<file path="src/rtl/rtu_frame_pkg.sv">
package rtu_frame_pkg;
  localparam logic [15:0] CRC_POLY = 16'hA001;
  localparam logic [15:0] CRC_INIT = 16'hFFFF;

  function automatic logic [15:0] crc16_step(input logic [15:0] crc, input logic [7:0] data);
    logic [15:0] r;
    r = crc ^ {8'h00, data};
    for (int i = 0; i < 8; i++) r = r[0] ? ((r >> 1) ^ CRC_POLY) : (r >> 1);
    return r;
  endfunction
endpackage

</file>
<file path="src/rtl/rtu_gap_timer.sv">
module rtu_gap_timer #(
  parameter int BITS_PER_CHAR = 11,
  parameter int EOF_UNITS     = 7
) (
  input  logic clk_i,
  input  logic rst_ni,
  input  logic bit_tick_i,
  input  logic byte_i,
  output logic eof_o
);
  localparam int ACC_W  = $clog2(BITS_PER_CHAR + 2);
  localparam int UNIT_W = $clog2(EOF_UNITS + 1);

  logic              armed_q;
  logic [ACC_W-1:0]  acc_q, acc_sum;
  logic [UNIT_W-1:0] units_q;
  logic              unit_step;

  // two half-steps per bit tick; one unit each BITS_PER_CHAR half-steps
  assign acc_sum   = acc_q + ACC_W'(2);
  assign unit_step = acc_sum >= ACC_W'(BITS_PER_CHAR);
  assign eof_o     = armed_q && !byte_i && bit_tick_i && unit_step &&
                     (units_q == UNIT_W'(EOF_UNITS - 1));

  always_ff @(posedge clk_i or negedge rst_ni) begin
    if (!rst_ni) begin
      armed_q <= 1'b0;
      acc_q   <= '0;
      units_q <= '0;
    end else if (byte_i) begin
      armed_q <= 1'b1;
      acc_q   <= '0;
      units_q <= '0;
    end else if (bit_tick_i && armed_q) begin
      if (eof_o) begin
        armed_q <= 1'b0;
        acc_q   <= '0;
        units_q <= '0;
      end else begin
        acc_q   <= unit_step ? acc_sum - ACC_W'(BITS_PER_CHAR) : acc_sum;
        units_q <= units_q + UNIT_W'(unit_step);
      end
    end
  end
endmodule

</file>
<file path="src/rtl/rtu_crc_acc.sv">
module rtu_crc_acc
  import rtu_frame_pkg::*;
#(
  parameter int LEN_W = 9
) (
  input  logic             clk_i,
  input  logic             rst_ni,
  input  logic             byte_i,
  input  logic [7:0]       data_i,
  input  logic             ferr_i,
  input  logic             ovr_i,
  input  logic             clear_i,
  output logic [15:0]      crc_o,
  output logic [LEN_W-1:0] len_o,
  output logic             ferr_o,
  output logic             ovr_o
);
  localparam logic [LEN_W-1:0] LEN_MAX = '1;

  always_ff @(posedge clk_i or negedge rst_ni) begin
    if (!rst_ni) begin
      crc_o  <= CRC_INIT;
      len_o  <= '0;
      ferr_o <= 1'b0;
      ovr_o  <= 1'b0;
    end else if (clear_i) begin
      crc_o  <= CRC_INIT;
      len_o  <= '0;
      ferr_o <= 1'b0;
      ovr_o  <= 1'b0;
    end else if (byte_i) begin
      crc_o  <= crc16_step(crc_o, data_i);
      if (len_o != LEN_MAX) len_o <= len_o + 1'b1;
      ferr_o <= ferr_o | ferr_i;
      ovr_o  <= ovr_o | ovr_i;
    end
  end
endmodule

</file>
<file path="src/rtl/rtu_frame_delim.sv">
module rtu_frame_delim #(
  parameter int BITS_PER_CHAR = 11,
  parameter int EOF_UNITS     = 7,
  parameter int LEN_W         = 9,
  parameter int MIN_LEN       = 4
) (
  input  logic             clk_i,
  input  logic             rst_ni,
  input  logic             bit_tick_i,
  input  logic             rx_valid_i,
  input  logic [7:0]       rx_data_i,
  input  logic             rx_frame_err_i,
  input  logic             rx_overrun_i,
  output logic             frame_done_o,
  output logic [LEN_W-1:0] frame_len_o,
  output logic             crc_ok_o,
  output logic             frame_err_o,
  output logic             overrun_o
);
  logic             eof;
  logic [15:0]      crc_rem;
  logic [LEN_W-1:0] len;
  logic             ferr, ovr;

  rtu_gap_timer #(.BITS_PER_CHAR(BITS_PER_CHAR), .EOF_UNITS(EOF_UNITS)) u_timer (
    .clk_i      (clk_i),
    .rst_ni     (rst_ni),
    .bit_tick_i (bit_tick_i),
    .byte_i     (rx_valid_i),
    .eof_o      (eof)
  );

  rtu_crc_acc #(.LEN_W(LEN_W)) u_acc (
    .clk_i   (clk_i),
    .rst_ni  (rst_ni),
    .byte_i  (rx_valid_i),
    .data_i  (rx_data_i),
    .ferr_i  (rx_frame_err_i),
    .ovr_i   (rx_overrun_i),
    .clear_i (eof),
    .crc_o   (crc_rem),
    .len_o   (len),
    .ferr_o  (ferr),
    .ovr_o   (ovr)
  );

  always_ff @(posedge clk_i or negedge rst_ni) begin
    if (!rst_ni) begin
      frame_done_o <= 1'b0;
      frame_len_o  <= '0;
      crc_ok_o     <= 1'b0;
      frame_err_o  <= 1'b0;
      overrun_o    <= 1'b0;
    end else begin
      frame_done_o <= eof;
      if (eof) begin
        frame_len_o <= len;
        crc_ok_o    <= (crc_rem == 16'h0000) && (len >= LEN_W'(MIN_LEN));
        frame_err_o <= ferr;
        overrun_o   <= ovr;
      end
    end
  end
endmodule

</file>
<file path="config.mk">
export PLATFORM = sky130hd
export DESIGN_NAME = rtu_frame_delim
export DESIGN_NICKNAME = d
export VERILOG_FILES = /design/src/rtl/rtu_frame_pkg.sv /design/src/rtl/rtu_gap_timer.sv /design/src/rtl/rtu_crc_acc.sv /design/src/rtl/rtu_frame_delim.sv
export SDC_FILE = /design/constraint.sdc
export NUM_CORES = 1
export LEC_CHECK = 0
export BUFFER_PORTS_ARGS = -buffer_cell sky130_fd_sc_hd__buf_2
export CORE_UTILIZATION = 61
export CTS_CLUSTER_DIAMETER = 40
export DETAILED_ROUTE_END_ITERATION = 16
export PLACE_DENSITY = 0.82
export SYNTH_ARGS = -nofsm -noshare
export SYNTH_HDL_FRONTEND = slang
export SYNTH_HIERARCHICAL = 1
export SYNTH_SLANG_ARGS = --single-unit
</file>
<file path="constraint.sdc">
create_clock -name clk_i -period 7.2 [get_ports clk_i]
set_clock_uncertainty 0.15 [all_clocks]
set_input_delay 0.72 -clock clk_i [delete_from_list [all_inputs] [get_ports clk_i]]
set_output_delay 0.72 -clock clk_i [all_outputs]
set_load 0.01 [all_outputs]
</file>
# After elaboration in Yosys (flattened, before gate mapping)

Cells that the tools add are included.

Bits of input ports: 14
Output and inout port bits: 13
Register bits after elaboration: 48
Word-level logic and storage cells: 71

Bitwise logic cells: 11
$add $sub $neg: 4
Equal/unequal tests: 2
Multiplexer cells: 27
Magnitude comparators: 2
Reductions and logical operators: 13

Operators by type and width:

| cell                                                              | number |
|---|---|
| two-way mux 16 bit                                                | 10 |
| two-way mux 9 bit                                                 | 3 |
| NOT 2 -> 3 bit                                                    | 8 |
| logical NOT 16 bit                                                | 1 |
| two-way mux 4 bit                                                 | 4 |
| XOR 16 x 8 -> 16 bit                                              | 1 |
| adder 9 x 1 -> 9 bit, second input constant                       | 1 |
| greater-or-equal comparator 9 x 3 -> 1 bit, second input constant | 1 |
| two-way mux 3 bit                                                 | 3 |
| != test 9 bit, second input constant                              | 1 |
| two-way mux 1 bit                                                 | 7 |
| logical AND 1 bit                                                 | 6 |
| nonzero test 2 bit                                                | 3 |
| adder 4 x 2 -> 4 bit, second input constant                       | 1 |
| greater-or-equal comparator 4 bit, second input constant          | 1 |
| AND reduction 2 bit                                               | 2 |
| subtractor 4 bit, second input constant                           | 1 |
| adder 3 x 1 -> 3 bit                                              | 1 |
| == test 3 bit, second input constant                              | 1 |
| bitwise OR 1 bit                                                  | 2 |
| logical NOT 1 bit                                                 | 1 |

# Logic depth before layout (Yosys ltp)

Gate-level depths: netlist of run 1.

Depth after elaboration: 19
Gate-level depth with buffers: 9
Depth with buffers taken out: 9

# Cells and area by module

Netlist of run 1, hierarchy kept.

By module, submodules not included:

| module          | seq. area each (µm²) | cells an instance | times used | area an instance (µm²) |
|---|---|---|---|---|
| rtu_crc_acc     | 695.7                | 133               | 1          | 1418.9 |
| rtu_gap_timer   | 200.2                | 53                | 1          | 538.0 |
| rtu_frame_delim | 325.3                | 34                | 1          | 529.3 |

# Worst setup path before layout of run 1

Ideal clock, no wire load.

Path type: reg2reg
From: register u_timer.acc_q[1]
To: register u_acc.len_o[7]
Period minus slack after synthesis: 2.526 ns
Stages on the path, launching flop included: 8
Path buffers: 0
Library setup time: 0.078 ns
Required time: 6.972 ns
Setup slack: 4.674 ns
Data arrival time: 2.298 ns
Path through: dfrtp_1 -> inv_1 -> ha_1 -> nor2_1 -> nor4_4 -> o2111ai_1 -> or3_1 -> a21oi_1

Longest elaborated chain between the ends: 6
Elaborated cells between the ends (all ways): 8
Those cells by class: add/sub: 1; order compare: 1; mux: 1; reduce/logical: 5

RTL lines:

| item                                | RTL line              | RTL |
|---|---|---|
| start: declaration                  | rtu_gap_timer.sv:15   | `logic [ACC_W-1:0] acc_q, acc_sum;` |
| start signal: assignment            | rtu_gap_timer.sv:40   | `acc_q <= unit_step ? acc_sum - ACC_W'(BITS_PER_CHAR) : acc_sum;` |
| adder 4 x 2 -> 4 bit *              | rtu_gap_timer.sv:20   | `assign acc_sum = acc_q + ACC_W'(2);` |
| greater-or-equal comparator 4 bit * | rtu_gap_timer.sv:21   | `assign unit_step = acc_sum >= ACC_W'(BITS_PER_CHAR);` |
| logical AND 1 bit * (2 in a row)    | rtu_gap_timer.sv:22   | `assign eof_o = armed_q && !byte_i && bit_tick_i && unit_step &&` |
| net eof                             | rtu_frame_delim.sv:20 | `logic eof;` |
| nonzero test 2 bit (no line)        | n/a                   |  |
| AND reduction 2 bit (no line)       | n/a                   |  |
| end signal: assignment              | rtu_crc_acc.sv:33     | `if (len_o != LEN_MAX) len_o <= len_o + 1'b1;` |
| end: declaration                    | rtu_crc_acc.sv:14     | `output logic [LEN_W-1:0] len_o,` |

Mark *: on every way through the listed nets, which the timed path passes. The rest lies on a longest branch.
A chain may end at the register's enable or synchronous reset.

# Worst setup path in the final report of run 1

Same ends and word-level chain as after synthesis.

==> results.txt, run 1 <==
The run finished with clean final reports. Of the cells placed in the final design, the portion with a size suffix greater than 1 is 30.2%. The chip height works out to 65.8 µm.

Counting every net in the synthesized netlist gives 241. The run gives 2 as the maximum level of the CTS H-tree. The count of nets left with antenna violations once routing finished came out at 0.

The number of setup buffers added after CTS is 0. The tools report the total overflow reported by the global router as 0. Overall fraction of global-route tracks in use: 23.3%. In the post-synthesis netlist, the biggest area contributors are sky130_fd_sc_hd__dfrtp_1, sky130_fd_sc_hd__dfstp_2, sky130_fd_sc_hd__xnor2_1. Number of synthesized register bits: 48. For this run, the share of the core covered by cells in the final layout is 73.3%. The logs give 0 for the total count of hold-check failures in the final report and 65.9% for the initial standard-cell utilization of the core.

The number of antenna diodes in the final layout is 0. Headroom to the max-slew limit came out at 31.8%. The number of max-slew violations in the final report was 0; the worst endpoint data arrival time was 2.77 ns.

TritonCTS built the clock tree. Hold repair after CTS inserted 0 buffers. Worst slack at placement: 4.25 ns. Cell taking the most area after synthesis: sky130_fd_sc_hd__dfrtp_1.

The highest achievable clock rate was 368 MHz; the total die area was 0.00433 mm². The net count of the finished layout is 268. Of the available clock period, the critical path in the final layout requires 37.7%. The die outline width was 65.8 µm. After technology mapping, the gate count stands at 220. Yosys printed 6 warnings. After synthesis, the mean cell area works out to 11.3 µm². The synthesized netlist contains 46 unique library cells. The area added between synthesis and finish was 11.2%. For this design the static power due to leakage is 1.29 nW. The required time reported for the critical path endpoint is 7.26 ns. The post-CTS resize count was 0; the largest net degree at the start of global routing was 49. The summed area of non-filler cells in the final layout is 0.00276 mm², and the post-layout total power is 0.000985 W. 27 I/O pins were placed.

The later pin in the worst-skew pair is clocked with a latency of 0.29 ns. In the final routed layout, each cell accounts on average for 15.1 µm. The tools report the initial DRC count as 110. Counting the buffers created by CTS gives 5. The proportion of register bits with asynchronous set or reset after synthesis is 100%. The buffer depth of the longest clock path was 2; the post-synthesis sequential area ratio was 49.1%. The share of synthesized area in the top cell type comes to 32.2%. The tools report the total setup violations reported at the end of the flow as 0. For the post-route DRC violation count, the log shows 0. The most used flip-flop cell after synthesis is sky130_fd_sc_hd__dfrtp_1.

The total power divided by cell area came out at 356 mW/mm². The clock-pin transition on the worst setup and hold timing paths was 0.09 ns. Routability congestion estimate from global placement: 0.793.

The min-delay analysis places its worst path in the category reg2reg. After routing, the total negative slack on setup checks comes to 0 ns. Half-perimeter wire length after detailed placement: 3110 µm.

The cell at the root of the clock tree is sky130_fd_sc_hd__clkbuf_8. The detailed router placed 1718 vias in this run. The tree built by TritonCTS fans out to 48 sinks.

After detailed placement, the total cell area comes to 0.00265 mm². The worst path needs 2.71 ns of the cycle, external delays included. The tool flagged a number of max-cap violations equal to 0. Across all setup checks in the final design, the least slack found is 4.49 ns. Count of input and output buffers: 26.

Nature of the critical path startpoint: a register. The number of iterations in the first detailed-routing pass is 4. Of all nets on the critical path, the largest fanout is 28. Dividing the detail-routed via count by the number of cells gives 5.80.

The number of global-route vias before repair is 1643. The routed design has 4480 µm of wire. Number of enable flip-flop cells after synthesis: 0.

Area inside the core boundary: 0.00377 mm². IR analysis of the VDD net gives a maximum drop of 0.183 mV. The actual transition at the worst max-transition pin came out at 1.02 ns. Summing every instance area after synthesis gives 0.00249 mm². The wire length of the first global-routing pass was 7470 µm; the number of antenna violations at the first check in global routing was 0.

The initialized floorplan defines 22 standard-cell rows. STA classifies the critical path endpoint as a register. Setup repair after global routing left no endpoint under its margin.

Critical path class: reg2reg.
-- routing by layer --
| layer | wire (µm) | GRT usage, % | vias to the layer above |
|---|---|---|---|
| li1 | - | - | 839 |
| met1 | 2070 | 30.9 | 840 |
| met2 | 2200 | 37.9 | 35 |
| met3 | 167 | 4.66 | 4 |
| met4 | 44 | 8.15 | 0 |
| met5 | 0 | 0 | - |
-- placed cells by master (no fill, tap or decap), types with 3 or more instances in the layout --
cell                       netlist  layout
sky130_fd_sc_hd__or2_1           6       6
sky130_fd_sc_hd__nor2_1         23      23
sky130_fd_sc_hd__nor3_1          6       6
sky130_fd_sc_hd__mux2_2          6       6
sky130_fd_sc_hd__dfrtp_1        32      32
sky130_fd_sc_hd__o41ai_1         3       3
sky130_fd_sc_hd__nand4_1         3       3
sky130_fd_sc_hd__xor2_1          9       9
sky130_fd_sc_hd__a211o_1         7       7
sky130_fd_sc_hd__nand3_1         6       6
sky130_fd_sc_hd__dfstp_2        16      16
sky130_fd_sc_hd__xnor2_1        12      12
sky130_fd_sc_hd__nor4_1          6       6
sky130_fd_sc_hd__nand2_1         5       5
sky130_fd_sc_hd__nor2b_1         5       5
sky130_fd_sc_hd__ha_1            7       7
sky130_fd_sc_hd__inv_1           7       7
sky130_fd_sc_hd__xnor2_2         4       4
sky130_fd_sc_hd__o21ai_1         4       4
sky130_fd_sc_hd__a21oi_1        11      11
sky130_fd_sc_hd__clkbuf_8        0       5
sky130_fd_sc_hd__mux2_1          5       5
sky130_fd_sc_hd__buf_2           1      26
sky130_fd_sc_hd__and3_1          3       3
-- cell families (layout without fill, tap and decap cells) --
| family | after synthesis | after routing | synth area share [%] |
|---|---|---|---|
| fa+ha+maj | 7 | 7 | 3.52 |
| mux | 13 | 13 | 5.79 |
| flops | 48 | 48 | 49.1 |
| xor+xnor | 28 | 28 | 12.3 |
| compound gates | 37 | 37 | 11.0 |
| simple gates | 71 | 71 | 15.6 |
| buf+inv | 16 | 44 | 2.77 |
-- critical path, cell delays in order, from the launching register on --
cell,delay (ns)
sky130_fd_sc_hd__dfrtp_1,0.42
sky130_fd_sc_hd__inv_1,0.11
sky130_fd_sc_hd__ha_1,0.35
sky130_fd_sc_hd__nor2_1,0.13
sky130_fd_sc_hd__nor4_4,0.29
sky130_fd_sc_hd__buf_4,0.33
sky130_fd_sc_hd__o2111ai_1,0.28
sky130_fd_sc_hd__or3_1,0.37
sky130_fd_sc_hd__a21oi_1,0.19
-- state kept, by name, summed over array words and instances (netlist names), 3 cells and up --
signal / count
frame_len_o: 9
u_timer/units_q: 3
u_timer/acc_q: 4
u_acc/len_o: 9
u_acc/crc_o: 16
-- cells in the mapped netlist, types with 4 or more instances --
master                     number
sky130_fd_sc_hd__dfrtp_1       32
sky130_fd_sc_hd__nor2_1        23
sky130_fd_sc_hd__dfstp_2       16
sky130_fd_sc_hd__xnor2_1       12
sky130_fd_sc_hd__a21oi_1       11
sky130_fd_sc_hd__xor2_1         9
sky130_fd_sc_hd__a211o_1        7
sky130_fd_sc_hd__ha_1           7
sky130_fd_sc_hd__inv_1          7
sky130_fd_sc_hd__mux2_2         6
sky130_fd_sc_hd__nand3_1        6
sky130_fd_sc_hd__nor3_1         6
sky130_fd_sc_hd__nor4_1         6
sky130_fd_sc_hd__or2_1          6
sky130_fd_sc_hd__mux2_1         5
sky130_fd_sc_hd__nand2_1        5
sky130_fd_sc_hd__nor2b_1        5
sky130_fd_sc_hd__clkbuf_1       4
sky130_fd_sc_hd__o21ai_1        4
sky130_fd_sc_hd__xnor2_2        4
-- path summary, 6_finish.rpt --
kind | start | to | slack [ns] | depth (start not counted)
worst max register to register | u_timer/acc_q[1] | u_acc/len_o[7] | 4.49 | 8
worst min register to register | frame_len_o[1] | frame_len_o[1] | 0.34 | 1
max in group asynchronous | rst_ni | crc_ok_o | 5.83 | 1
min in group asynchronous | rst_ni | u_timer/acc_q[2] | 0.45 | 1
worst max-delay path | u_timer/acc_q[1] | u_acc/len_o[7] | 4.49 | 8
worst min-delay path | frame_len_o[1] | frame_len_o[1] | 0.34 | 1
-- layout make-up --
| type | instances | area [µm²] |
|---|---|---|
| inverter | 8 | 30.0 |
| tap | 48 | 60.1 |
| clock inverter | 3 | 42.5 |
| clock buffer | 5 | 68.8 |
| timing repair buffer | 28 | 145 |
| sequential | 48 | 1220 |
| multi-input combinational | 156 | 1200 |
| fill | 273 | 1010 |
-- report_power, final --
group          total (W)  leakage, nW  internal, W  switching [W]
sequential      0.000441        0.581     0.000366      0.0000752
combinational   0.000353        0.656     0.000182       0.000172
clock           0.000190       0.0541     0.000103      0.0000876
total           0.000985         1.29     0.000650       0.000334
-- stage by stage --
stage,hold slack (ns),std cells
finish,0.339,296
global route,0.362,296
CTS,0.345,296
detailed placement,0.323,288
global placement,0.316,288
floorplan,0.274,220
Power figures use the tool's default switching activity.
==> inputs of run 2 (changes only) <==
- CORE_UTILIZATION: 61 -> 58
- PLACE_DENSITY: 0.82 -> 0.79
- clock period: 7.2 -> 2.62 ns (I/O delays scaled with it)
==> run 2 against run 1 <==
Effect of this change:
- worst hold slack worse by 0.28 ns
- die area is 5.0% higher
- first-iteration DRC count is 95% higher
- design area is 1.3% higher
- clock power is 130% higher
- utilization is 4.3 points lower
- global-route usage is 0.41 points higher
- critical path depth stayed put
- non-clock buffer count is 7 higher
- clock-buffer cell count is 3 higher
- sequential share of layout area is 0.57 points lower
- via count is 0.41% higher
==> results.txt, run 2 (same netlist as run 1, synthesis figures left out) <==
The run gives 0.415 mV as the peak ir drop on the vdd network. By startpoint and endpoint, the worst setup path is classified as reg2reg. For the number of global-route vias before repair, the log shows 1580. For this design, the sink count on the clock tree is 48. The post-layout minimum cycle time works out to 2.43 ns.

Chip height: 67.5 µm. The capture endpoint of the worst hold path is u_acc/ovr_o. Overall fraction of global-route tracks in use: 23.7%. For this configuration, the core starts out at a cell density of 61.3%. In this run the power density over the cells is 942 mW/mm². The final layout contains routed wiring with a total length of 4680 µm. Max-cap violations in this run came to 0. The tools report the half-perimeter wire length after detailed placement as 3360 µm.

Along the worst path, the maximum fanout reaches 31. The clock reaches the later pin of the worst-skew pair after 0.30 ns. The longest clock path from root to sink contains 2 buffers.

Setup violations remaining at the end of the flow were counted as 0. The flow ran to the end, and the final reports show no timing, DRC or antenna violations. Data arrives at the worst endpoint at 2.49 ns.

Buffers added to address setup during post-CTS repair amount to 0. The CTS buffer count is 5, and the number of flip-flops under the largest register name is 16. Including well taps, the total number of placed cells is 296. Entering global routing, the biggest net connects 35 pins. For the required time reported for the critical path endpoint, the log shows 2.68 ns.

In this run the remaining antenna-violating nets after routing total 0. The number of antenna violations at the first check in global routing is 0, and the cell leakage power is 1.32 nW. After the flow finishes, the layout carries non-filler instances totaling 305. The length in cells of the worst reg-to-reg path works out to 8. The endpoint identified for the worst register-to-register timing path is u_acc/crc_o[15]. The cell sitting at the root of the clock tree is a sky130_fd_sc_hd__clkbuf_8. The tools report the fill cell total of the finished layout as 299. For this run, the post-layout net count is 275. Dividing the detail-routed wire length by the instance count gives 15.3 µm. The congestion estimate from routability-driven global placement came to 0.820. The tools report the number of max-slew violations in the final report as 0. The worst setup path is launched from a register. The number of antenna diodes in the final layout is 0. Derived from the worst setup path, the maximum achievable clock frequency is 411 MHz. The leading cell type in the layout, fill and taps excluded was sky130_fd_sc_hd__dfrtp_1. The maximum level of the CTS H-tree was 2. The count of standard-cell rows was 23. The post-CTS resize count was 0; the area added between synthesis and finish was 12.6%.

In this run the register-to-register setup slack is 0.19 ns. The first global-routing pass estimated 7680 µm of wire. In this run the tightest slew margin relative to its limit is 61.4%.

The tools report the total count of hold-check failures in the final report as 0. The register ranked first by flip-flop count is u_acc/crc_o. The start point of the worst min-delay path is rx_overrun_i. The post-route DRC violation count is 0. TritonCTS built the clock tree. The count of input and output buffers works out to 26. Registers take 0.00122 mm². Kind of capture point of the worst setup path: a register. The die outline width is 67.5 µm. Total overflow reported by the global router: 0. The final critical path takes up 92.9% of the cycle. In the final layout, the registers with the most flip-flops are u_acc/crc_o x16, frame_len_o x9, u_acc/len_o x9. Pin placement for this block handled 27 I/O pins. Cells fill 69.0% of the core in the end. The actual transition at the worst max-transition pin came out at 0.579 ns.

The area inside the core boundary is 0.00406 mm², and the number of vias per cell after detailed routing is 5.66. For the number of buffers added to fix hold violations after cts, the log shows 1. Adding up every negative setup slack in the final design gives 0 ns.

Fraction of layout instances using a drive strength above 1: 31.0%. After clock tree synthesis, the clock-pin slew on the worst setup and hold paths is 0.08 ns. The die covers 0.00455 mm². The number of cells on the worst hold path is 3. The worst reg2reg path startpoint was u_timer/acc_q[1]. The run gives 4 as the number of iterations in the first detailed-routing pass. The top cell types in the final layout, fill and taps aside, are sky130_fd_sc_hd__dfrtp_1, sky130_fd_sc_hd__buf_2, sky130_fd_sc_hd__nor2_1, sky130_fd_sc_hd__dfstp_2, sky130_fd_sc_hd__xnor2_1. For this block, the via count after detailed routing is 1725. The multi-input combinational cells in the finished layout cover a total of 0.00120 mm². For this block, the initial DRC count from the detailed router was 214.

The worst hold path belongs to the class in2reg. The design draws 0.00264 W. Setup repair after global routing left no endpoint under its margin.
run 2: changes by cell type in the layout (fill, tap and decap cells not counted):
cell,before,now
sky130_fd_sc_hd__clkbuf_8,5,6
sky130_fd_sc_hd__clkinv_2,1,0
sky130_fd_sc_hd__bufinv_16,1,0
sky130_fd_sc_hd__clkinvlp_4,1,0
sky130_fd_sc_hd__clkbuf_1,0,2
sky130_fd_sc_hd__dlygate4sd3_1,0,1
sky130_fd_sc_hd__buf_4,2,8
run 2: worst max-delay path, stage by stage (launching register included):
cell	delay [ns]
sky130_fd_sc_hd__dfrtp_1	0.41
sky130_fd_sc_hd__inv_1	0.11
sky130_fd_sc_hd__ha_1	0.35
sky130_fd_sc_hd__nor2_1	0.13
sky130_fd_sc_hd__nor4_4	0.31
sky130_fd_sc_hd__buf_4	0.39
sky130_fd_sc_hd__nor2_1	0.10
sky130_fd_sc_hd__and3_1	0.19
sky130_fd_sc_hd__nor3_1	0.20
run 2: stage by stage:
stage	cell area, µm²	setup slack [ns]	hold WS (ns)
6_report	2800	0.186	0.0596
4_1_cts	2800	0.184	0.0599
3_3_place_gp	2700	0.347	0.143
3_5_place_dp	2700	0.217	0.148
5_1_grt	2800	0.0237	0.0815
2_1_floorplan	2490	0.0941	-0.184
run 2: per-layer routing:
metal	GRT usage, %	part of all wire, %
met1	31.2	44
met2	38.2	49
met3	5.57	4.8
met4	7.98	1.4
met5	0	0
run 2: power breakdown:
group	total (W)	switching [W]	internal, W
registers	0.00121	0.000207	0.00101
clock network	0.000443	0.000227	0.000215
logic	0.000982	0.000475	0.000507
run 2: cell type report:
| type | count | area share (%) |
|---|---|---|
| Timing Repair Buffer | 35 | 7.15 |
| Clock buffer | 8 | 3.22 |
| Inverter | 8 | 1.07 |
| Multi-Input combinational cell | 156 | 42.7 |
| Tap cell | 50 | 2.23 |
| Sequential cell | 48 | 43.6 |
run 2: how the worst max path moves through the flow:
stage | start | slack, ns | endpoint
2_1_floorplan | u_timer/acc_q[1] | 0.09 | u_acc/len_o[7]
3_5_place_dp | u_timer/acc_q[1] | 0.22 | u_acc/crc_o[15]
5_1_grt | u_timer/acc_q[1] | 0.02 | u_acc/crc_o[14]
6_report | u_timer/acc_q[1] | 0.19 | u_acc/crc_o[15]
4_1_cts | u_timer/acc_q[1] | 0.18 | u_acc/crc_o[15]
3_3_place_gp | u_timer/acc_q[1] | 0.35 | u_acc/crc_o[14]
